[config.mk]
export PLATFORM = sky130hd
export DESIGN_NAME = bus_dir_sched
export DESIGN_NICKNAME = d
export VERILOG_FILES = /design/src/rtl/sched_pkg.sv /design/src/rtl/turn_gap_timer.sv /design/src/rtl/phase_burst_counter.sv /design/src/rtl/dir_fsm.sv /design/src/rtl/bus_dir_sched.sv
export SDC_FILE = /design/constraint.sdc
export NUM_CORES = 1
export LEC_CHECK = 0
export CAP_MARGIN = 10
export CORE_MARGIN = 4
export CORE_UTILIZATION = 45
export CTS_BUF_LIST = sky130_fd_sc_hd__clkbuf_4
export DETAILED_ROUTE_END_ITERATION = 10
export HOLD_SLACK_MARGIN = 0.03
export PLACE_DENSITY = 0.8
export SLEW_MARGIN = 30
export SYNTH_ARGS = -nofsm -noshare
export SYNTH_HDL_FRONTEND = slang
export SYNTH_SLANG_ARGS = --single-unit
[constraint.sdc]
create_clock -name clk -period 4.7 [get_ports clk]
set_input_delay 0.94 -clock clk [delete_from_list [all_inputs] [get_ports clk]]
set_output_delay 0.94 -clock clk [all_outputs]
set_load 0.02 [all_outputs]
[src/rtl/sched_pkg.sv]
// Package: shared state type for the bus direction scheduler.
// Assumes nothing beyond a two-bit state field decoded by neighbours.
package sched_pkg;
    typedef enum logic [1:0] {
        DIR_RD    = 2'd0,
        DIR_RD2WR = 2'd1,
        DIR_WR    = 2'd2,
        DIR_WR2RD = 2'd3
    } dir_e;

    // True in either turnaround state.
    function automatic logic is_turn(dir_e d);
        return (d == DIR_RD2WR) || (d == DIR_WR2RD);
    endfunction
endpackage

[src/rtl/turn_gap_timer.sv]
// Turnaround gap timer: loaded with a gap on the decision to switch,
// then counts down. 'done' is high once at most one cycle of gap is left,
// so a gap of 0 or 1 both give a single turnaround cycle.
// Assumes load is a single-cycle pulse issued one cycle before the gap.
module turn_gap_timer #(
    parameter int GAPW = 4
) (
    input  logic            clk,
    input  logic            rst_n,
    input  logic            load,
    input  logic [GAPW-1:0] load_val,
    output logic            done
);
    logic [GAPW-1:0] remain;

    // Load on switch decision, otherwise count down to zero.
    always_ff @(posedge clk) begin
        if (!rst_n)
            remain <= '0;
        else if (load)
            remain <= load_val;
        else if (remain != '0)
            remain <= remain - 1'b1;
    end

    // Last gap cycle when one or none remains.
    always_comb done = (remain <= GAPW'(1));
endmodule

[src/rtl/phase_burst_counter.sv]
// Saturating count of bursts accepted in one phase; cleared at phase entry.
// Assumes clear and incr are never both set (clear comes from a turnaround).
module phase_burst_counter #(
    parameter int CNTW = 6
) (
    input  logic            clk,
    input  logic            rst_n,
    input  logic            clear,
    input  logic            incr,
    output logic [CNTW-1:0] count
);
    // Clear on phase entry, otherwise count accepted bursts up to saturation.
    always_ff @(posedge clk) begin
        if (!rst_n || clear)
            count <= '0;
        else if (incr && (count != {CNTW{1'b1}}))
            count <= count + 1'b1;
    end
endmodule

[src/rtl/dir_fsm.sv]
// Direction state machine: read phase, read-to-write gap, write phase,
// write-to-read gap. Decides when to switch from watermarks, the write
// phase count and queue emptiness; withholds the grant in a switch cycle.
// Assumes cfg_wr_lo < cfg_wr_hi and static configuration.
module dir_fsm
    import sched_pkg::*;
#(
    parameter int CW   = 5,
    parameter int CNTW = 6
) (
    input  logic            clk,
    input  logic            rst_n,
    input  logic [CW-1:0]   rdq_count,
    input  logic [CW-1:0]   wrq_count,
    input  logic            rd_head_vld,
    input  logic            wr_head_vld,
    input  logic [CW-1:0]   cfg_wr_hi,
    input  logic [CW-1:0]   cfg_wr_lo,
    input  logic [CNTW-1:0] cfg_min_wr,
    input  logic [CNTW-1:0] wr_cnt,
    input  logic            gap_done,
    output dir_e            state,
    output logic            grant_vld,
    output logic            grant_wr,
    output logic            leave_now,
    output logic            enter_rd,
    output logic            enter_wr,
    output logic            turn_start,
    output logic            turn_end
);
    dir_e state_nx;
    logic rd_leave, wr_leave;

    // Switch conditions for each data phase.
    always_comb begin
        rd_leave = (wrq_count >= cfg_wr_hi) ||
                   ((rdq_count == '0) && (wrq_count != '0));
        wr_leave = (wrq_count == '0) ||
                   ((wr_cnt >= cfg_min_wr) && (wrq_count <= cfg_wr_lo));
    end

    // Next state, grant and phase-entry strobes.
    always_comb begin
        state_nx  = state;
        leave_now = 1'b0;
        enter_rd  = 1'b0;
        enter_wr  = 1'b0;
        grant_vld = 1'b0;
        grant_wr  = (state == DIR_WR);
        case (state)
            DIR_RD: begin
                leave_now = rd_leave;
                grant_vld = rd_head_vld && !rd_leave;
                if (rd_leave) state_nx = DIR_RD2WR;
            end
            DIR_RD2WR: begin
                enter_wr = gap_done;
                if (gap_done) state_nx = DIR_WR;
            end
            DIR_WR: begin
                leave_now = wr_leave;
                grant_vld = wr_head_vld && !wr_leave;
                if (wr_leave) state_nx = DIR_WR2RD;
            end
            default: begin
                enter_rd = gap_done;
                if (gap_done) state_nx = DIR_RD;
            end
        endcase
    end

    // State register and the registered turnaround pulses.
    always_ff @(posedge clk) begin
        if (!rst_n) begin
            state      <= DIR_RD;
            turn_start <= 1'b0;
            turn_end   <= 1'b0;
        end else begin
            state      <= state_nx;
            turn_start <= leave_now;
            turn_end   <= enter_rd || enter_wr;
        end
    end

    // only the four ring steps (stay or advance by one) are legal.
    assert_legal_step_R1: assert property (@(posedge clk) disable iff (!rst_n)
        (state == $past(state)) || (state == dir_e'($past(state) + 2'd1)));

    // a read-to-write switch needs the high mark or an empty read queue.
    assert_rd_leave_cause_R2: assert property (@(posedge clk) disable iff (!rst_n)
        (state == DIR_RD2WR && $past(state) == DIR_RD) |->
        ($past(wrq_count) >= $past(cfg_wr_hi) || $past(rdq_count) == '0));

    // a drain ends only after enough writes or with an empty write queue.
    assert_min_writes_R3: assert property (@(posedge clk) disable iff (!rst_n)
        (state == DIR_WR2RD && $past(state) == DIR_WR) |->
        ($past(wr_cnt) >= $past(cfg_min_wr) || $past(wrq_count) == '0));
endmodule

[src/rtl/bus_dir_sched.sv]
// Top of the read/write bus direction scheduler. Combines the direction
// machine, the shared turnaround gap timer and one phase counter per
// direction. Accepts a burst only when it matches the current grant.
// Assumes static configuration with cfg_wr_lo < cfg_wr_hi <= QDEPTH.
module bus_dir_sched
    import sched_pkg::*;
#(
    parameter  int QDEPTH = 16,
    parameter  int GAPW   = 4,
    parameter  int CNTW   = 6,
    localparam int CW     = $clog2(QDEPTH + 1)
) (
    input  logic            clk,
    input  logic            rst_n,
    input  logic [CW-1:0]   rdq_count,
    input  logic [CW-1:0]   wrq_count,
    input  logic            rd_head_vld,
    input  logic            wr_head_vld,
    input  logic            burst_fire,
    input  logic            burst_is_wr,
    input  logic [CW-1:0]   cfg_wr_hi,
    input  logic [CW-1:0]   cfg_wr_lo,
    input  logic [CNTW-1:0] cfg_min_wr,
    input  logic [GAPW-1:0] cfg_t_rtw,
    input  logic [GAPW-1:0] cfg_t_wtr,
    output logic [1:0]      dir_state,
    output logic            grant_vld,
    output logic            grant_wr,
    output logic            turn_start,
    output logic            turn_end,
    output logic [CNTW-1:0] rd_phase_cnt,
    output logic [CNTW-1:0] wr_phase_cnt
);
    localparam int NDIR = 2;

    dir_e            state;
    logic            leave_now, enter_rd, enter_wr, gap_done, accept;
    logic [GAPW-1:0] gap_sel;
    logic            cnt_clear [NDIR];
    logic            cnt_incr  [NDIR];
    logic [CNTW-1:0] cnt_val   [NDIR];

    // Burst acceptance and the gap chosen for the coming turnaround.
    always_comb begin
        accept       = burst_fire && grant_vld && (burst_is_wr == grant_wr);
        gap_sel      = (state == DIR_RD) ? cfg_t_rtw : cfg_t_wtr;
        cnt_clear[0] = enter_rd;
        cnt_clear[1] = enter_wr;
        cnt_incr[0]  = accept && !burst_is_wr;
        cnt_incr[1]  = accept && burst_is_wr;
        dir_state    = state;
        rd_phase_cnt = cnt_val[0];
        wr_phase_cnt = cnt_val[1];
    end

    dir_fsm #(.CW(CW), .CNTW(CNTW)) u_fsm (
        .clk(clk), .rst_n(rst_n),
        .rdq_count(rdq_count), .wrq_count(wrq_count),
        .rd_head_vld(rd_head_vld), .wr_head_vld(wr_head_vld),
        .cfg_wr_hi(cfg_wr_hi), .cfg_wr_lo(cfg_wr_lo), .cfg_min_wr(cfg_min_wr),
        .wr_cnt(cnt_val[1]), .gap_done(gap_done),
        .state(state), .grant_vld(grant_vld), .grant_wr(grant_wr),
        .leave_now(leave_now), .enter_rd(enter_rd), .enter_wr(enter_wr),
        .turn_start(turn_start), .turn_end(turn_end)
    );

    turn_gap_timer #(.GAPW(GAPW)) u_gap (
        .clk(clk), .rst_n(rst_n),
        .load(leave_now), .load_val(gap_sel), .done(gap_done)
    );

    for (genvar d = 0; d < NDIR; d++) begin : g_cnt
        phase_burst_counter #(.CNTW(CNTW)) u_cnt (
            .clk(clk), .rst_n(rst_n),
            .clear(cnt_clear[d]), .incr(cnt_incr[d]), .count(cnt_val[d])
        );
    end

    // Checker: length of the turnaround in progress, in cycles minus one.
    logic [GAPW:0] chk_len;
    always_ff @(posedge clk) begin
        if (!rst_n || !is_turn(state))
            chk_len <= '0;
        else
            chk_len <= chk_len + 1'b1;
    end

    // each turnaround lasts max(gap,1) cycles.
    assert_rtw_len_R4: assert property (@(posedge clk) disable iff (!rst_n)
        ($past(state) == DIR_RD2WR && state == DIR_WR) |->
        (int'($past(chk_len)) + 1 ==
         (($past(cfg_t_rtw) == '0) ? 1 : int'($past(cfg_t_rtw)))));
    assert_wtr_len_R4: assert property (@(posedge clk) disable iff (!rst_n)
        ($past(state) == DIR_WR2RD && state == DIR_RD) |->
        (int'($past(chk_len)) + 1 ==
         (($past(cfg_t_wtr) == '0) ? 1 : int'($past(cfg_t_wtr)))));

    // the read count reads zero in the first cycle of a read phase.
    assert_rd_clear_R5: assert property (@(posedge clk) disable iff (!rst_n)
        (turn_end && state == DIR_RD) |-> (rd_phase_cnt == '0));

    // the start pulse only appears inside a turnaround.
    assert_start_in_gap_R6: assert property (@(posedge clk) disable iff (!rst_n)
        turn_start |-> is_turn(state));

    // outside the read phase no read can move the read count.
    assert_rd_count_frozen_R7: assert property (@(posedge clk) disable iff (!rst_n)
        (state != DIR_RD && $past(state) != DIR_RD) |-> $stable(rd_phase_cnt));
endmodule

==> results of run 1 <==
[metrics by stage]
step           cells  power [mW]  utilization  area, um^2
3_5_place_dp     297       0.646        0.659        2270
3_3_place_gp     297       0.642        0.659        2270
6_report         301       0.783        0.674        2320
2_1_floorplan    196       0.520            -        1650
4_1_cts          301       0.792        0.674        2320
5_1_grt          301       0.849        0.674        2320
[worst max-delay path, cell delays in order]
cell and delay, ns:
clkdlybuf4s50_1 0.51, inv_1 0.08, ha_1 0.28, nand2b_1 0.14, a2111o_1 0.44, a311oi_4 0.33
nand3_2 0.12, nand2_1 0.09, clkdlybuf4s50_1 0.61
[worst max path at each step]
| stage | cells after the start | startpoint | end | slack, ns |
|---|---|---|---|---|
| floorplan | 7 | wrq_count[0] | grant_vld | 1.29 |
| global placement | 9 | wrq_count[0] | grant_vld | 0.24 |
| CTS | 9 | wrq_count[0] | grant_vld | 0.20 |
| finish | 9 | wrq_count[0] | grant_vld | 0.22 |
| detailed placement | 9 | wrq_count[0] | grant_vld | 0.20 |
| global route | 9 | wrq_count[0] | grant_vld | 0.05 |
[cell usage in the layout (no fill, tap or decap), types with 2 or more instances in the layout]
| cell type | count |
|---|---|
| clkbuf_4 | 3 |
| a21oi_2 | 2 |
| o21ai_0 | 8 |
| a21boi_0 | 2 |
| nand2b_1 | 2 |
| nor2_1 | 9 |
| nand4_1 | 2 |
| nor3_1 | 5 |
| xnor2_1 | 3 |
| o21a_1 | 2 |
| mux2_2 | 4 |
| and3_1 | 3 |
| nor4_1 | 2 |
| nor2b_1 | 6 |
| nand2_1 | 21 |
| nand3_1 | 7 |
| clkdlybuf4s50_1 | 57 |
| mux2i_1 | 2 |
| inv_1 | 25 |
| dfxtp_1 | 20 |
| a21oi_1 | 9 |
| ha_1 | 25 |
| o211a_1 | 4 |
| o21bai_1 | 2 |
| o22ai_1 | 2 |
[state kept, by name, indices dropped and copies added, names as in the netlist]
| name | flops |
|---|---|
| u_gap.remain | 4 |
| g_cnt.u_cnt.count | 12 |
| u_fsm.turn_start | 1 |
| u_fsm.turn_end | 1 |
| u_fsm.state | 2 |
[power breakdown]
group | switching, mW | internal [mW]
Clock | 0.0544 | 0.0862
Sequential | 0.0292 | 0.199
Combinational | 0.209 | 0.204
[layer usage]
| metal | GRT usage | wire length [um] | vias up |
|---|---|---|---|
| met4 | 0.0447 | 39 | 0 |
| li1 | - | - | 814 |
| met5 | 0 | 0 | - |
| met3 | 0.0292 | 322 | 5 |
| met2 | 0.290 | 1660 | 42 |
| met1 | 0.205 | 1640 | 691 |
[area by class of cell]
type | instances | area share
repair buffers | 58 | 0.249
clock buffers | 3 | 0.00970
clock inverters | 1 | 0.0129
flip-flops and latches | 20 | 0.173
multi-input cells | 148 | 0.491
well taps | 46 | 0.0248
inverters | 25 | 0.0404
[cells by family after synthesis]
kind of cell / share of synthesized area
flip-flops: 0.243
AO/OA/AOI/OAI: 0.215
buffers and inverters: 0.0668
multiplexers: 0.0395
AND/OR/NAND/NOR: 0.225
adder cells (fa/ha/maj): 0.190
XOR/XNOR: 0.0212
==> impl_metrics.csv, run 1 <==
group,metric,value,unit
outcome,status,"completed",
sta,fin_ws,0.223,ns
drt,drt_wl_total,3660,um
global_route,grt_pass1_wl,6060,um
yosys,syn_inst,196,
clock_network,postCtsSetupBuffers,0,
power_and_ir_drop,p_per_area,337,nW/um^2
worst_setup_path,reg2reg_to,"g_cnt[1].u_cnt.count[4]",
job,drv_cap,0,
floorplanning,core.rowCount,21,
sta,skew,0.0121,ns
final_layout,multi_input_area,1140,um^2
floorplanning,die_area,4700,um^2
final_layout,area_growth,40.7,%
yosys,ys_warn_count,0,
yosys,yosysUniqueCellTypes,52,
yosys,ys_seq_area_frac,0.243,
power_and_ir_drop,irDropWorstVdd,0.000280,V
yosys,yosys_most_used_dff,"dfxtp_1",
final_layout,fillers,294,
floorplanning,start_util,0.479,
yosys,synth_commonest_cells,"ha_1, inv_1, nand2_1, dfxtp_1",
sta,post-route-period-util,0.953,
clock_network,cts_resized,0,
yosys,syn_avg_cell_area,8.41,um^2
floorplanning,core_area,3440,um^2
drt,drc,0,
drt,wl_per_cell,12.2,um
final_layout,drive_gt1_frac,0.0824,
place,dp_hpwl,3040,um
yosys,syn-cell-area,1650,um^2
sta,hold_ws,0.502,ns
global_route,grt_pass1_vias,1484,
clock_network,cts_sinks,20,
yosys,synthArstFlopShare,0,
worst_setup_path,reg2reg_from,"g_cnt[1].u_cnt.count[2]",
worst_hold_path,hold_depth,2,
drt,drtIter0Drc,37,
sta,finalMaxSlewViolations,0,
worst_setup_path,critical_path_class,"input port to output port",
final_layout,nets,321,
worst_setup_path,end_kind,"output port",
drt,dr.pass1.iters,4,
sta,fmax,223,MHz
global_route,overflow,0,
worst_setup_path,critPathArrivalTime,3.54,ns
worst_setup_path,critPathLaunchType,"input port",
worst_setup_path,cp_data_required_time,3.76,ns
clock_network,path_clk_slew,0.12,ns
clock_network,cts_hold_buffers,0,
yosys,synth_nets,261,
drt,ant_nets,0,
clock_network,numCtsBuffers,3,
floorplanning,die-height,68.5,um
clock_network,cts_buffer_depth,2,
sta,setup_viol,0,
floorplanning,ios,58,
global_route,grt_max_degree,14,
yosys,synth_top_cell_area_share,0.243,
final_layout,diodes,0,
yosys,yosys_register_bits,20,
worst_hold_path,worstHoldPathType,"register to register",
worst_setup_path,critPathMaxFanout,4,
yosys,netlist_top_cells_area,"dfxtp_1, ha_1, inv_1",
worst_setup_path,reg2reg_depth,8,
clock_network,cts_htree_levels,1,
yosys,synth-edff-count,0,
sta,hold_viol_final,0,
final_layout,regArea,400,um^2
worst_hold_path,holdCritStartpoint,"g_cnt[0].u_cnt.count[2]",
place,port_buffers,57,
sta,slew_headroom,0.639,
global_route,antenna_found_initial,0,
place,dpl_worst_slack,0.205,ns
sta,layout_min_cycle_time,4.48,ns
sta,setup_tns,0,ns
global_route,track_usage,0.165,
power_and_ir_drop,leakage,1.01,nW
clock_network,root_buffer,"clkbuf_4",
drt,vias_per_cell,5.16,
clock_network,clk_latency,0.31,ns
floorplanning,die_x,68.5,um
drt,vias,1552,
sta,worst_pin_slew,0.541,ns
clock_network,cts_tree,"done",
worst_setup_path,reg2reg_slack,2.22,ns
worst_hold_path,min_to,"g_cnt[0].u_cnt.count[2]",
place,gp_congestion,0.793,
sta,rsz0062_at_grt,"no",
yosys,yosysTopAreaCell,"dfxtp_1",
Note: power is estimated with default switching activity, not from simulation.
==> run 2: changes to the inputs <==
--- a/config.mk
+++ b/config.mk
@@ -10,9 +10,8 @@
 export CORE_UTILIZATION = 45
 export CTS_BUF_LIST = sky130_fd_sc_hd__clkbuf_4
 export DETAILED_ROUTE_END_ITERATION = 10
+export DONT_BUFFER_PORTS = 1
 export HOLD_SLACK_MARGIN = 0.03
-export PLACE_DENSITY = 0.8
-export SLEW_MARGIN = 30
 export SYNTH_ARGS = -nofsm -noshare
 export SYNTH_HDL_FRONTEND = slang
 export SYNTH_SLANG_ARGS = --single-unit
==> impl_metrics.csv, run 2 (same netlist as run 1, synthesis figures left out) <==
group,metric,value,unit
drt,dr.pass1.iters,4,
clock_network,numCtsBuffers,3,
floorplanning,start_util,0.479,
clock_network,postCtsSetupBuffers,0,
drt,drt_wl_total,3490,um
sta,hold_ws,0.585,ns
floorplanning,die_area,4700,um^2
sta,slew_headroom,0.638,
clock_network,clk_latency,0.30,ns
power_and_ir_drop,leakage,0.780,nW
power_and_ir_drop,irDropWorstVdd,0.000225,V
worst_setup_path,reg2reg_from,"g_cnt[1].u_cnt.count[0]",
clock_network,path_clk_slew,0.10,ns
drt,wl_per_cell,14.4,um
clock_network,cts_sinks,20,
worst_setup_path,reg2reg_slack,2.07,ns
final_layout,drive_gt1_frac,0.0969,
global_route,antenna_found_initial,0,
sta,setup_viol,0,
clock_network,cts_tree,"done",
power_and_ir_drop,power_switching,0.280,mW
final_layout,multi_input_area,1140,um^2
worst_setup_path,cp_data_required_time,3.76,ns
power_and_ir_drop,p_per_area,381,nW/um^2
sta,layout_min_cycle_time,3.56,ns
sta,rsz0062_at_grt,"no",
clock_network,cts_buffer_depth,2,
power_and_ir_drop,clkPwrFrac,0.123,
clock_network,cts_htree_levels,1,
final_layout,diodes,0,
final_layout,regMostFlops,"g_cnt.u_cnt.count",
worst_setup_path,critPathArrivalTime,2.62,ns
worst_hold_path,min_to,"g_cnt[0].u_cnt.count[2]",
global_route,overflow,0,
power_and_ir_drop,pwr-share-seq,0.378,
global_route,track_usage,0.153,
drt,vias_per_cell,5.70,
sta,post-route-period-util,0.757,
clock_network,cts_hold_buffers,0,
floorplanning,die-height,68.5,um
final_layout,fin_area,1710,um^2
worst_hold_path,holdCritStartpoint,"g_cnt[0].u_cnt.count[2]",
power_and_ir_drop,p_comb_frac,0.498,
global_route,grt_pass1_vias,1298,
power_and_ir_drop,swShare,0.428,
global_route,grt_pass1_wl,5530,um
worst_setup_path,reg2reg_depth,9,
sta,finalMaxSlewViolations,0,
final_layout,largest_reg_flops,12,
place,gp_congestion,0.798,
floorplanning,core_area,3440,um^2
final_layout,nets,263,
worst_setup_path,critical_path_class,"input port to output port",
outcome,status,"completed",
final_layout,regArea,400,um^2
clock_network,cts_resized,0,
worst_setup_path,critPathLaunchType,"input port",
floorplanning,core.rowCount,21,
job,drv_cap,0,
place,dp_hpwl,2880,um
place,port_buffers,0,
sta,fmax,281,MHz
sta,worst_pin_slew,0.543,ns
sta,setup_tns,0,ns
clock_network,root_buffer,"clkbuf_4",
final_layout,fillers,346,
drt,drc,0,
sta,skew,0.00265,ns
drt,drtIter0Drc,40,
drt,vias,1380,
sta,hold_viol_final,0,
drt,ant_nets,0,
worst_hold_path,worstHoldPathType,"register to register",
worst_setup_path,critPathMaxFanout,5,
power_and_ir_drop,p_int,0.373,mW
floorplanning,ios,58,
global_route,grt_max_degree,14,
final_layout,final_cell_mix,"inv_1, ha_1, nand2_1",
final_layout,top_regs,"g_cnt.u_cnt.count: 12 flops, u_gap.remain: 4 flops, u_fsm.state: 2 flops",
worst_setup_path,end_kind,"output port",
floorplanning,die_x,68.5,um
worst_setup_path,reg2reg_to,"g_cnt[1].u_cnt.count[4]",
final_layout,area_growth,3.87,%
place,placed_cell_area,1690,um^2
worst_hold_path,hold_depth,2,
[run 2: stage by stage]
| step | total power [mW] | utilization | setup slack, ns | cells |
|---|---|---|---|---|
| after detailed placement | 0.577 | 0.491 | 1.14 | 239 |
| after global placement | 0.568 | 0.491 | 1.18 | 239 |
| after global routing | 0.715 | 0.498 | 1.07 | 242 |
| final | 0.653 | 0.498 | 1.14 | 242 |
| after floorplan | 0.520 | - | 1.29 | 196 |
| after CTS | 0.663 | 0.498 | 1.14 | 242 |
[run 2: critical path: stages]
cell	delay (ns)
inv_1	0.03
ha_1	0.27
nand2b_1	0.14
a2111o_1	0.45
a311oi_4	0.42
nand3_2	0.14
nand2_1	0.22
[run 2: routing by layer]
metal	routed length (um)	vias to the layer above	global-route usage
met4	17	0	0.0447
li1	-	697	-
met5	0	-	0
met2	1650	42	0.265
met3	278	2	0.0405
met1	1550	639	0.184
[run 2: worst max-delay path by stage]
stage                       from  slack (ns)        end
CTS                 wrq_count[0]        1.14  grant_vld
detailed placement  wrq_count[0]        1.14  grant_vld
global route        wrq_count[0]        1.07  grant_vld
global placement    wrq_count[0]        1.18  grant_vld
floorplan           wrq_count[0]        1.29  grant_vld
finish              wrq_count[0]        1.14  grant_vld
[run 2: power groups by stage]
stage               Combinational, mW  Clock (mW)  Sequential, mW
floorplan                       0.278           0           0.242
global placement                0.317           0           0.251
detailed placement              0.326           0           0.251
CTS                             0.329      0.0859           0.247
global route                    0.370      0.0918           0.253
finish                          0.325      0.0805           0.247
[run 2: area by class of cell]
cell class,count,area share
multi-input combinational,148,0.665
clock buffer,3,0.0131
tap,46,0.0336
sequential,20,0.234
inverter,25,0.0548
==> run 3: changes to the inputs <==
==> constraint.sdc (replaced) <==
create_clock -name clk -period 3.26 [get_ports clk]
set_input_delay 0.652 -clock clk [delete_from_list [all_inputs] [get_ports clk]]
set_output_delay 0.652 -clock clk [all_outputs]
set_load 0.02 [all_outputs]
==> impl_metrics.csv, run 3 (same netlist as run 1, synthesis figures left out) <==
group,metric,value,unit
outcome,status,"completed",
worst_setup_path,critPathArrivalTime,2.32,ns
worst_hold_path,hold_depth,1,
global_route,overflow,0,
sta,worst_pin_slew,0.493,ns
clock_network,cts_hold_buffers,0,
sta,rsz0062_at_grt,"no",
floorplanning,core.rowCount,21,
sta,post-route-period-util,0.912,
global_route,antenna_found_initial,0,
drt,vias,1356,
worst_setup_path,crit_chain,"inv_1, ha_1, nor2b_1, o21ai_0, a211oi_1, nor2_1, nor2b_1, nand2_1, nand2_1",
clock_network,numCtsBuffers,3,
final_layout,regMostFlops,"g_cnt.u_cnt.count",
final_layout,top_regs,"g_cnt.u_cnt.count: 12 flops, u_gap.remain: 4 flops, u_fsm.state: 2 flops",
final_layout,drive_gt1_frac,0.106,
worst_setup_path,reg2reg_to,"g_cnt[1].u_cnt.count[2]",
place,dpl_worst_slack,0.263,ns
final_layout,area_growth,4.78,%
worst_setup_path,cp_data_required_time,2.61,ns
power_and_ir_drop,leakage,0.791,nW
worst_setup_path,critPathMaxFanout,5,
floorplanning,die-height,68.5,um
worst_setup_path,reg2reg_depth,10,
worst_setup_path,cp_slowest_cell,"dfxtp_1",
sta,setup_tns,0,ns
global_route,busiest_layer,"met2",
sta,finalMaxSlewViolations,0,
drt,drc,0,
final_layout,largest_reg_flops,12,
worst_setup_path,max_stage_delay,0.52,ns
global_route,track_usage,0.148,
worst_setup_path,critPathLaunchType,"register",
floorplanning,ios,58,
sta,fmax,336,MHz
global_route,gr-usage-met3,0.0421,
floorplanning,die_area,4700,um^2
global_route,use_met1,0.178,
place,gp_congestion,0.790,
worst_setup_path,critical_path_class,"register to output port",
final_layout,nets,265,
final_layout,fin_area,1730,um^2
global_route,grt_pass1_wl,5370,um
place,placed_cell_area,1710,um^2
global_route,use_met2,0.256,
final_layout,utilization,0.502,
drt,ant_nets,0,
final_layout,final_cell_mix,"inv_1, ha_1, nand2_1",
sta,hold_ws,0.471,ns
power_and_ir_drop,p_per_area,543,nW/um^2
clock_network,cts_resized,0,
clock_network,path_clk_slew,0.11,ns
sta,layout_min_cycle_time,2.97,ns
sta,setup_viol,0,
drt,drt_wl_total,3350,um
clock_network,postCtsSetupBuffers,0,
power_and_ir_drop,irDropWorstVdd,0.000282,V
drt,vias_per_cell,5.56,
power_and_ir_drop,total_power,0.938,mW
place,dp.cells,241,
place,port_buffers,0,
floorplanning,core_area,3440,um^2
clock_network,cts_sinks,20,
clock_network,cts_htree_levels,1,
worst_setup_path,reg2reg_slack,0.81,ns
place,dp_hpwl,2840,um
clock_network,root_buffer,"clkbuf_4",
final_layout,final-instance-count-excl-fill,244,
clock_network,clk_latency,0.29,ns
sta,slew_headroom,0.672,
worst_setup_path,end_kind,"output port",
global_route,grt_max_degree,14,
drt,wl_per_cell,13.7,um
drt,drtIter0Drc,27,
sta,fin_ws,0.286,ns
floorplanning,start_util,0.479,
floorplanning,die_x,68.5,um
worst_hold_path,min_to,"u_gap.remain[3]",
global_route,grt_pass1_vias,1298,
drt,dr.pass1.iters,4,
worst_hold_path,worstHoldPathType,"input port to register",
worst_hold_path,holdCritStartpoint,"rst_n",
sta,skew,0.000644,ns
sta,hold_viol_final,0,
worst_setup_path,reg2reg_from,"g_cnt[1].u_cnt.count[0]",
clock_network,cts_tree,"done",
clock_network,cts_buffer_depth,2,
job,drv_cap,0,
final_layout,diodes,0,
==> run 3: cell type report <==
type / count / area, um^2
Clock buffer: 3 / 22.5
Sequential cell: 20 / 400
Inverter: 25 / 93.8
Timing Repair Buffer: 2 / 15.0
Fill cell: 328 / 1710
Tap cell: 46 / 57.6
Multi-Input combinational cell: 148 / 1140
==> run 3: worst max-delay path, delay by kind of cell, from the launching register on <==
kind | cells | cell delay (ns)
flip-flops | 1 | 0.52
buffers and inverters | 1 | 0.13
AND/OR/NAND/NOR | 5 | 0.70
AO/OA/AOI/OAI | 2 | 0.39
adder cells (fa/ha/maj) | 1 | 0.29
==> run 3: worst max-delay path by stage <==
stage	start	end	slack, ns	depth (start not counted)
floorplan	wrq_count[0]	grant_vld	0.42	7
global placement	wrq_count[0]	grant_vld	0.31	7
detailed placement	wrq_count[0]	g_cnt[1].u_cnt.count[2]	0.26	10
CTS	g_cnt[1].u_cnt.count[0]	grant_vld	0.24	9
global route	g_cnt[1].u_cnt.count[0]	grant_vld	0.001	9
finish	g_cnt[1].u_cnt.count[0]	grant_vld	0.29	9
==> run 3: layer usage <==
metal / part of all wire / up-vias
met5: 0 / -
met4: 0.0057 / 0
met3: 0.079 / 4
met2: 0.48 / 38
met1: 0.43 / 613
li1: - / 701
==> run 3: power by group <==
| part | internal (mW) | switching (mW) |
|---|---|---|
| sequential | 0.287 | 0.0684 |
| clock | 0.0430 | 0.0725 |
| combinational | 0.208 | 0.258 |
| total | 0.539 | 0.399 |
